File: src/rtl/wrr_pkg.sv
package wrr_pkg;
   // Effective burst length: a zero weight still grants one cycle.
   function automatic logic [7:0] eff_weight(input logic [7:0] w);
      return (w == 8'd0) ? 8'd1 : w;
   endfunction
endpackage

File: src/rtl/wrr_rr_pick.sv
module wrr_rr_pick #(
   parameter int N_REQ = 8,
   parameter int IDX_W = $clog2(N_REQ)
) (
   input  logic [N_REQ-1:0] req_i,
   input  logic [IDX_W-1:0] start_i,
   output logic             found_o,
   output logic [IDX_W-1:0] sel_o
);
   int idx;

   always_comb begin
      found_o = 1'b0;
      sel_o   = '0;
      idx     = 0;
      for (int k = 0; k < N_REQ; k++) begin
         idx = int'(start_i) + k;
         if (idx >= N_REQ) idx = idx - N_REQ;
         if (!found_o && req_i[idx]) begin
            found_o = 1'b1;
            sel_o   = IDX_W'(idx);
         end
      end
   end
endmodule

File: src/rtl/wrr_burst_ctrl.sv
module wrr_burst_ctrl
   import wrr_pkg::*;
#(
   parameter int N_REQ = 8,
   parameter int WGT_W = 4,
   parameter int IDX_W = $clog2(N_REQ)
) (
   input  logic                   clk,
   input  logic                   rst_n,
   input  logic [N_REQ-1:0]       req_i,
   input  logic [N_REQ*WGT_W-1:0] weight_i,
   input  logic                   found_i,
   input  logic [IDX_W-1:0]       sel_i,
   output logic                   hold_o,
   output logic [IDX_W-1:0]       owner_o,
   output logic [IDX_W-1:0]       start_o
);
   logic             busy_q;
   logic [IDX_W-1:0] owner_q;
   logic [IDX_W-1:0] ptr_q;
   logic [WGT_W-1:0] cnt_q;
   logic [WGT_W-1:0] w_raw;
   logic [WGT_W-1:0] w_eff;
   logic             owner_req;

   always_comb begin
      w_raw     = '0;
      owner_req = 1'b0;
      for (int i = 0; i < N_REQ; i++) begin
         if (owner_q == IDX_W'(i)) begin
            w_raw     = weight_i[i*WGT_W +: WGT_W];
            owner_req = req_i[i];
         end
      end
      w_eff  = WGT_W'(eff_weight(8'(w_raw)));
      hold_o = busy_q && owner_req && (cnt_q < w_eff);
   end

   always_ff @(posedge clk or negedge rst_n) begin
      if (!rst_n) begin
         busy_q  <= 1'b0;
         owner_q <= '0;
         ptr_q   <= '0;
         cnt_q   <= '0;
      end else if (hold_o) begin
         cnt_q <= cnt_q + 1'b1;
      end else if (found_i) begin
         busy_q  <= 1'b1;
         owner_q <= sel_i;
         cnt_q   <= WGT_W'(1);
         ptr_q   <= (sel_i == IDX_W'(N_REQ-1)) ? '0 : sel_i + 1'b1;
      end else begin
         busy_q <= 1'b0;
      end
   end

   assign owner_o = owner_q;
   assign start_o = ptr_q;

   AST_BURST_LIMIT: assert property (@(posedge clk) disable iff (!rst_n)
      busy_q |-> (cnt_q >= WGT_W'(1) && cnt_q <= w_eff));
   AST_BURST_STEP: assert property (@(posedge clk) disable iff (!rst_n)
      hold_o |=> (cnt_q == $past(cnt_q) + 1'b1));
   AST_ZERO_WEIGHT: assert property (@(posedge clk) disable iff (!rst_n)
      (busy_q && w_raw == '0) |-> (cnt_q == WGT_W'(1)));
endmodule

File: src/rtl/wrr_bus_mux.sv
module wrr_bus_mux #(
   parameter int N_REQ     = 8,
   parameter int DATA_W    = 8,
   parameter int TAG_W     = 3,
   parameter bit ZERO_IDLE = 1'b1,
   parameter int IDX_W     = $clog2(N_REQ)
) (
   input  logic                    gnt_vld_i,
   input  logic [IDX_W-1:0]        gnt_idx_i,
   input  logic [N_REQ*DATA_W-1:0] data_i,
   input  logic [N_REQ*TAG_W-1:0]  tag_i,
   output logic                    valid_o,
   output logic [DATA_W-1:0]       data_o,
   output logic [TAG_W-1:0]        tag_o
);
   logic [DATA_W-1:0] d_sel;
   logic [TAG_W-1:0]  t_sel;

   always_comb begin
      d_sel = '0;
      t_sel = '0;
      for (int i = 0; i < N_REQ; i++) begin
         if (gnt_idx_i == IDX_W'(i)) begin
            d_sel = data_i[i*DATA_W +: DATA_W];
            t_sel = tag_i[i*TAG_W +: TAG_W];
         end
      end
   end

   assign valid_o = gnt_vld_i;

   generate
      if (ZERO_IDLE) begin : g_zero_idle
         assign data_o = gnt_vld_i ? d_sel : '0;
         assign tag_o  = gnt_vld_i ? t_sel : '0;
      end else begin : g_pass_idle
         assign data_o = d_sel;
         assign tag_o  = t_sel;
      end
   endgenerate
endmodule

File: src/rtl/wrr_bus_arbiter.sv
module wrr_bus_arbiter #(
   parameter int N_REQ     = 8,
   parameter int DATA_W    = 8,
   parameter int TAG_W     = 3,
   parameter int WGT_W     = 4,
   parameter bit ZERO_IDLE = 1'b1
) (
   input  logic                    clk,
   input  logic                    rst_n,
   input  logic [N_REQ-1:0]        req_i,
   input  logic [N_REQ*DATA_W-1:0] req_data_i,
   input  logic [N_REQ*TAG_W-1:0]  req_tag_i,
   input  logic [N_REQ*WGT_W-1:0]  weight_i,
   output logic [N_REQ-1:0]        grant_o,
   output logic                    bus_valid_o,
   output logic [DATA_W-1:0]       bus_data_o,
   output logic [TAG_W-1:0]        bus_tag_o
);
   localparam int IDX_W      = $clog2(N_REQ);
   localparam int STARVE_MAX = N_REQ * (2 ** WGT_W);
   localparam int SW         = $clog2(STARVE_MAX + 1);

   generate
      if (N_REQ < 2 || N_REQ > 2 ** TAG_W) begin : g_bad_nreq
         $error("N_REQ must lie between 2 and 2**TAG_W");
      end
      if (WGT_W < 1 || WGT_W > 8) begin : g_bad_wgt
         $error("WGT_W must lie between 1 and 8");
      end
      if (DATA_W < 1) begin : g_bad_data
         $error("DATA_W must be positive");
      end
   endgenerate

   logic             hold;
   logic             found;
   logic [IDX_W-1:0] owner;
   logic [IDX_W-1:0] start;
   logic [IDX_W-1:0] sel;
   logic             gnt_vld;
   logic [IDX_W-1:0] gnt_idx;

   wrr_rr_pick #(.N_REQ(N_REQ), .IDX_W(IDX_W)) u_pick (
      .req_i   (req_i),
      .start_i (start),
      .found_o (found),
      .sel_o   (sel)
   );

   wrr_burst_ctrl #(.N_REQ(N_REQ), .WGT_W(WGT_W), .IDX_W(IDX_W)) u_ctrl (
      .clk      (clk),
      .rst_n    (rst_n),
      .req_i    (req_i),
      .weight_i (weight_i),
      .found_i  (found),
      .sel_i    (sel),
      .hold_o   (hold),
      .owner_o  (owner),
      .start_o  (start)
   );

   assign gnt_vld = hold | found;
   assign gnt_idx = hold ? owner : sel;

   genvar g;
   generate
      for (g = 0; g < N_REQ; g++) begin : g_lane
         logic [SW-1:0] wait_q;

         assign grant_o[g] = gnt_vld && (gnt_idx == IDX_W'(g));

         always_ff @(posedge clk or negedge rst_n) begin
            if (!rst_n)                      wait_q <= '0;
            else if (req_i[g] && !grant_o[g]) wait_q <= wait_q + 1'b1;
            else                             wait_q <= '0;
         end

         AST_NO_STARVE: assert property (@(posedge clk) disable iff (!rst_n)
            wait_q < SW'(STARVE_MAX));
      end
   endgenerate

   wrr_bus_mux #(
      .N_REQ(N_REQ), .DATA_W(DATA_W), .TAG_W(TAG_W),
      .ZERO_IDLE(ZERO_IDLE), .IDX_W(IDX_W)
   ) u_mux (
      .gnt_vld_i (gnt_vld),
      .gnt_idx_i (gnt_idx),
      .data_i    (req_data_i),
      .tag_i     (req_tag_i),
      .valid_o   (bus_valid_o),
      .data_o    (bus_data_o),
      .tag_o     (bus_tag_o)
   );

   AST_ONE_GRANT: assert property (@(posedge clk) disable iff (!rst_n)
      $onehot0(grant_o));
   AST_IDLE_NO_GRANT: assert property (@(posedge clk) disable iff (!rst_n)
      (req_i == '0) |-> (grant_o == '0));
   AST_GRANT_HAS_REQ: assert property (@(posedge clk) disable iff (!rst_n)
      (grant_o & ~req_i) == '0);
   AST_VALID_WITH_GRANT: assert property (@(posedge clk) disable iff (!rst_n)
      bus_valid_o == (grant_o != '0));
   AST_SOLE_NO_GAP: assert property (@(posedge clk) disable iff (!rst_n)
      ($onehot(req_i) && $stable(req_i)) |-> (grant_o == req_i));
endmodule

File: config.mk
export PLATFORM = sky130hd
export DESIGN_NAME = wrr_bus_arbiter
export DESIGN_NICKNAME = d
export VERILOG_FILES = /design/src/rtl/wrr_pkg.sv /design/src/rtl/wrr_rr_pick.sv /design/src/rtl/wrr_burst_ctrl.sv /design/src/rtl/wrr_bus_mux.sv /design/src/rtl/wrr_bus_arbiter.sv
export SDC_FILE = /design/constraint.sdc
export NUM_CORES = 1
export LEC_CHECK = 0
export CORE_AREA = 4 4 97 99
export DETAILED_ROUTE_END_ITERATION = 10
export DIE_AREA = 0 0 101 103
export GPL_TIMING_DRIVEN = 1
export PLACE_DENSITY_LB_ADDON = 0.05
export REMOVE_ABC_BUFFERS = 1
export SLEW_MARGIN = 5
export SYNTH_ARGS = -nofsm -noshare
export SYNTH_HDL_FRONTEND = slang
export SYNTH_SLANG_ARGS = --single-unit
File: constraint.sdc
create_clock -name clk -period 4.6 [get_ports clk]
set_input_delay 0.92 -clock clk [delete_from_list [all_inputs] [get_ports clk]]
set_output_delay 0.92 -clock clk [all_outputs]
set_load 0.1 [all_outputs]
==> results by group <==
Logic synthesis
  – Avg Cell Area, Syn: 8.96 um2
  – Yosys warns: 0
  – Post-synthesis xor/xnor area fraction: under 10%
  – Synth Flop Type: dfrtp_1
  – Seq cells post-synth: 11
  – Area leader, netlist: mux4_2
  – Largest family of logic cells by synthesized area: compound AO/OA/AOI/OAI gates
  – Synth cell types: 72
  – Most frequent cell after synthesis: nand2_1
  – Dominant cells by area after synthesis: mux4_2 11%, mux2i_1 8.6%, dfrtp_1 8.4%
  – Post-synth EDFFs: 0
  – Top cells by count, synth: 39 x nand2_1, 28 x mux2i_1, 16 x mux4_2
  – Compound-gate portion of the synthesized area: 31.5%
  – Cells after Synth: 365
  – Post-synthesis mux area share: between 20% and 30%
  – Cell Area, Synth: 3270 um2
  – Share of Yosys cell area claimed by the top area cell type: 11.0%
  – Synth Area in Adders: ~3.1%
  – Post-Synth Simple-Gate Area: just over 20%
  – Sequential share of the synthesized area: 8.42%
  – Async S/R FF share, synth: between 90% and 100%

Floorplan
  – FP Rows: 34
  – Die ar.: about 10000 um2
  – Initial Util: 38.2%
  – Chip Height: 103 um
  – Core ar.: 8550 um2
  – Io pins: 150
  – Die width: 101 um

Hold path
  – Hold wc startpoint: u_ctrl.cnt_q[3]
  – Type of the most critical hold path: reg -> reg

Critical path
  – Crit path capture: bus_data_o[6]
  – Critical R2R Capture: u_ctrl.start_o[2]
  – CP required: 3.68 ns
  – Arrival @ worst endpoint: 4.28 ns
  – Setup slack, reg-to-reg: slightly below 0.8 ns
  – CP startpoint: weight_i[30]
  – Worst R2R Path Depth: 15
  – CP Launch Type: input port
  – CP Class: in -> out
  – Crit end category: primary output
  – RR Startpoint: u_ctrl.start_o[1]
  – CP max FO: 6

Global routing
  – Wire length of the first global-routing pass: 21600 um
  – Overflow after GRT: 0
  – GRT Overall Usage: between 20% and 30%
  – Largest net degree at the start of global routing: 25
  – Initial antenna violation count: 0
  – Vias in the first global route: roughly 4400

STA
  – Final hold vios: 0
  – Slew Viols, Final: 0
  – Fin crit period: 5.20 ns
  – Worst rel slew slack: 62.8%
  – Count of final setup violators: 19
  – Max Fclk: roughly 190 MHz
  – Hold WS: about 0.53 ns
  – Clock Skews: 0.00280 ns
  – Fin crit share: 113%
  – Unrepaired setup endpoints after global routing: yes
  – Worst-Margin Slew: 0.554 ns
  – Setup ws final: -0.599 ns

Layout
  – Final instance area: 6420 um2
  – Share of cells above drive strength 1: 44.1%
  – Final nets: ~740
  – Ant. Diodes: 0
  – Synth-to-layout area growth: 96.4%

Placed design
  – Placer congestion estimate: roughly 0.92
  – Dpl ws: -0.895 ns
  – PortBufs: 149
  – DP Wirelength: 10500 um
  – Post-DP Area: 5630 um2

Route
  – Via Count: approximately 4200
  – DRC errors left: 0
  – Final WL: 14500 um
  – Drt via density: 5.94
  – Wire length per cell: 20.5 um
  – Routed Antenna Nets: 0
  – Drt pass-1 iters: 4
  – Iteration-0 DRC count of the detailed router: 197

Clock network
  – TritonCTS clock tree: done
  – Total number of H-tree levels: 1
  – Root buf cell: clkbuf_8
  – CTS Sinks: 11
  – Hold_buf cts: 0
  – Latest clock arrival within the worst-skew pair: 0.23 ns
  – Worst-case clock buffer depth: 2
  – Clock transition at the registers of the reported paths: 0.05 ns
  – Total CTS buffers: 3

Run
  – Max-cap violation count: 0

Run status
  – Failing checks: negative setup slack
  – Outcome: finished, violations left
[worst min-delay path by stage]
| stage | endpoint | slack [ns] | cells past startpoint |
|---|---|---|---|
| finish | u_ctrl.cnt_q[3] | 0.53 | 1 |
| floorplan | u_ctrl.cnt_q[3] | 0.46 | 1 |
| global placement | u_ctrl.cnt_q[3] | 0.50 | 1 |
| detailed placement | u_ctrl.cnt_q[3] | 0.50 | 1 |
| CTS | u_ctrl.cnt_q[3] | 0.50 | 1 |
| global route | u_ctrl.cnt_q[3] | 0.56 | 1 |
[cell usage in the layout, fill, tap and decap left out, types with 7 or more instances in the layout]
cell	count
nand3_1	9
buf_6	21
dfrtp_1	11
clkdlybuf4s50_1	106
nor2_1	8
inv_1	7
dlymetal6s2s_1	11
mux2_2	15
o211ai_1	15
nand2_1	35
buf_12	22
mux4_2	16
buf_4	87
o22a_1	11
a221oi_2	8
o221a_2	11
buf_2	8
mux2i_1	28
o21ai_0	11
[routing by layer]
| layer | global-route usage (%) | up-vias | routed length, um |
|---|---|---|---|
| met2 | 46.5 | 149 | 7550 |
| met1 | 32.4 | 2069 | 5620 |
| met4 | 6.03 | 0 | 201 |
| li1 | - | 1957 | - |
| met5 | 0 | - | 0 |
| met3 | 4.47 | 23 | 1090 |
[worst max-delay path, cell delays in order]
cell             delay [ns]
clkdlybuf4s50_1        0.41
mux4_2                 0.49
mux2i_1                0.15
ha_1                   0.15
o211ai_1               0.20
o31ai_4                0.41
nand3_4                0.16
buf_6                  0.15
o31ai_4                0.35
buf_12                 0.17
a221oi_4               0.07
nor4b_2                0.29
bufbuf_16              0.36
[stage by stage]
step | util [%] | instances | TNS (ns)
global route | 75.1 | 707 | -10.78
floorplan | - | 330 | -51.05
finish | 75.1 | 707 | -7.98
detailed placement | 65.9 | 671 | -13.84
CTS | 72.5 | 695 | -7.71
global placement | 65.9 | 671 | -13.55
[layout make-up]
| type | count | area, um2 |
|---|---|---|
| multi-input combinational | 309 | 3160 |
| tap | 108 | 135 |
| timing repair buffer | 265 | 2770 |
| clock buffer | 4 | 45.0 |
| sequential | 11 | 275 |
| inverter | 10 | 40.0 |
| fill | 634 | 2130 |
[state kept, by name, indices dropped and copies added, names as in the netlist]
register        count
u_ctrl.owner_o      3
u_ctrl.cnt_q        4
u_ctrl.start_o      3
u_ctrl.busy_q       1
[repair_timing]
action | CTS | global route
pin swaps | 32 | 29
gates resized for setup | 116 | 36
setup endpoints to repair | 19 | 19
gates cloned | 3 | 1
buffers inserted | 18 | 15
[cells by family after synthesis]
group,Yosys count
DFF,11
buffers and inverters,45
and+or+nand+nor,111
muxes,69
xor gates and xnor gates,5
adders and majority gates,8
AOI/OAI and AO/OA,116
Power is not shown: default switching activity piles up to over one toggle a cycle in this logic, so the estimate is an artifact.
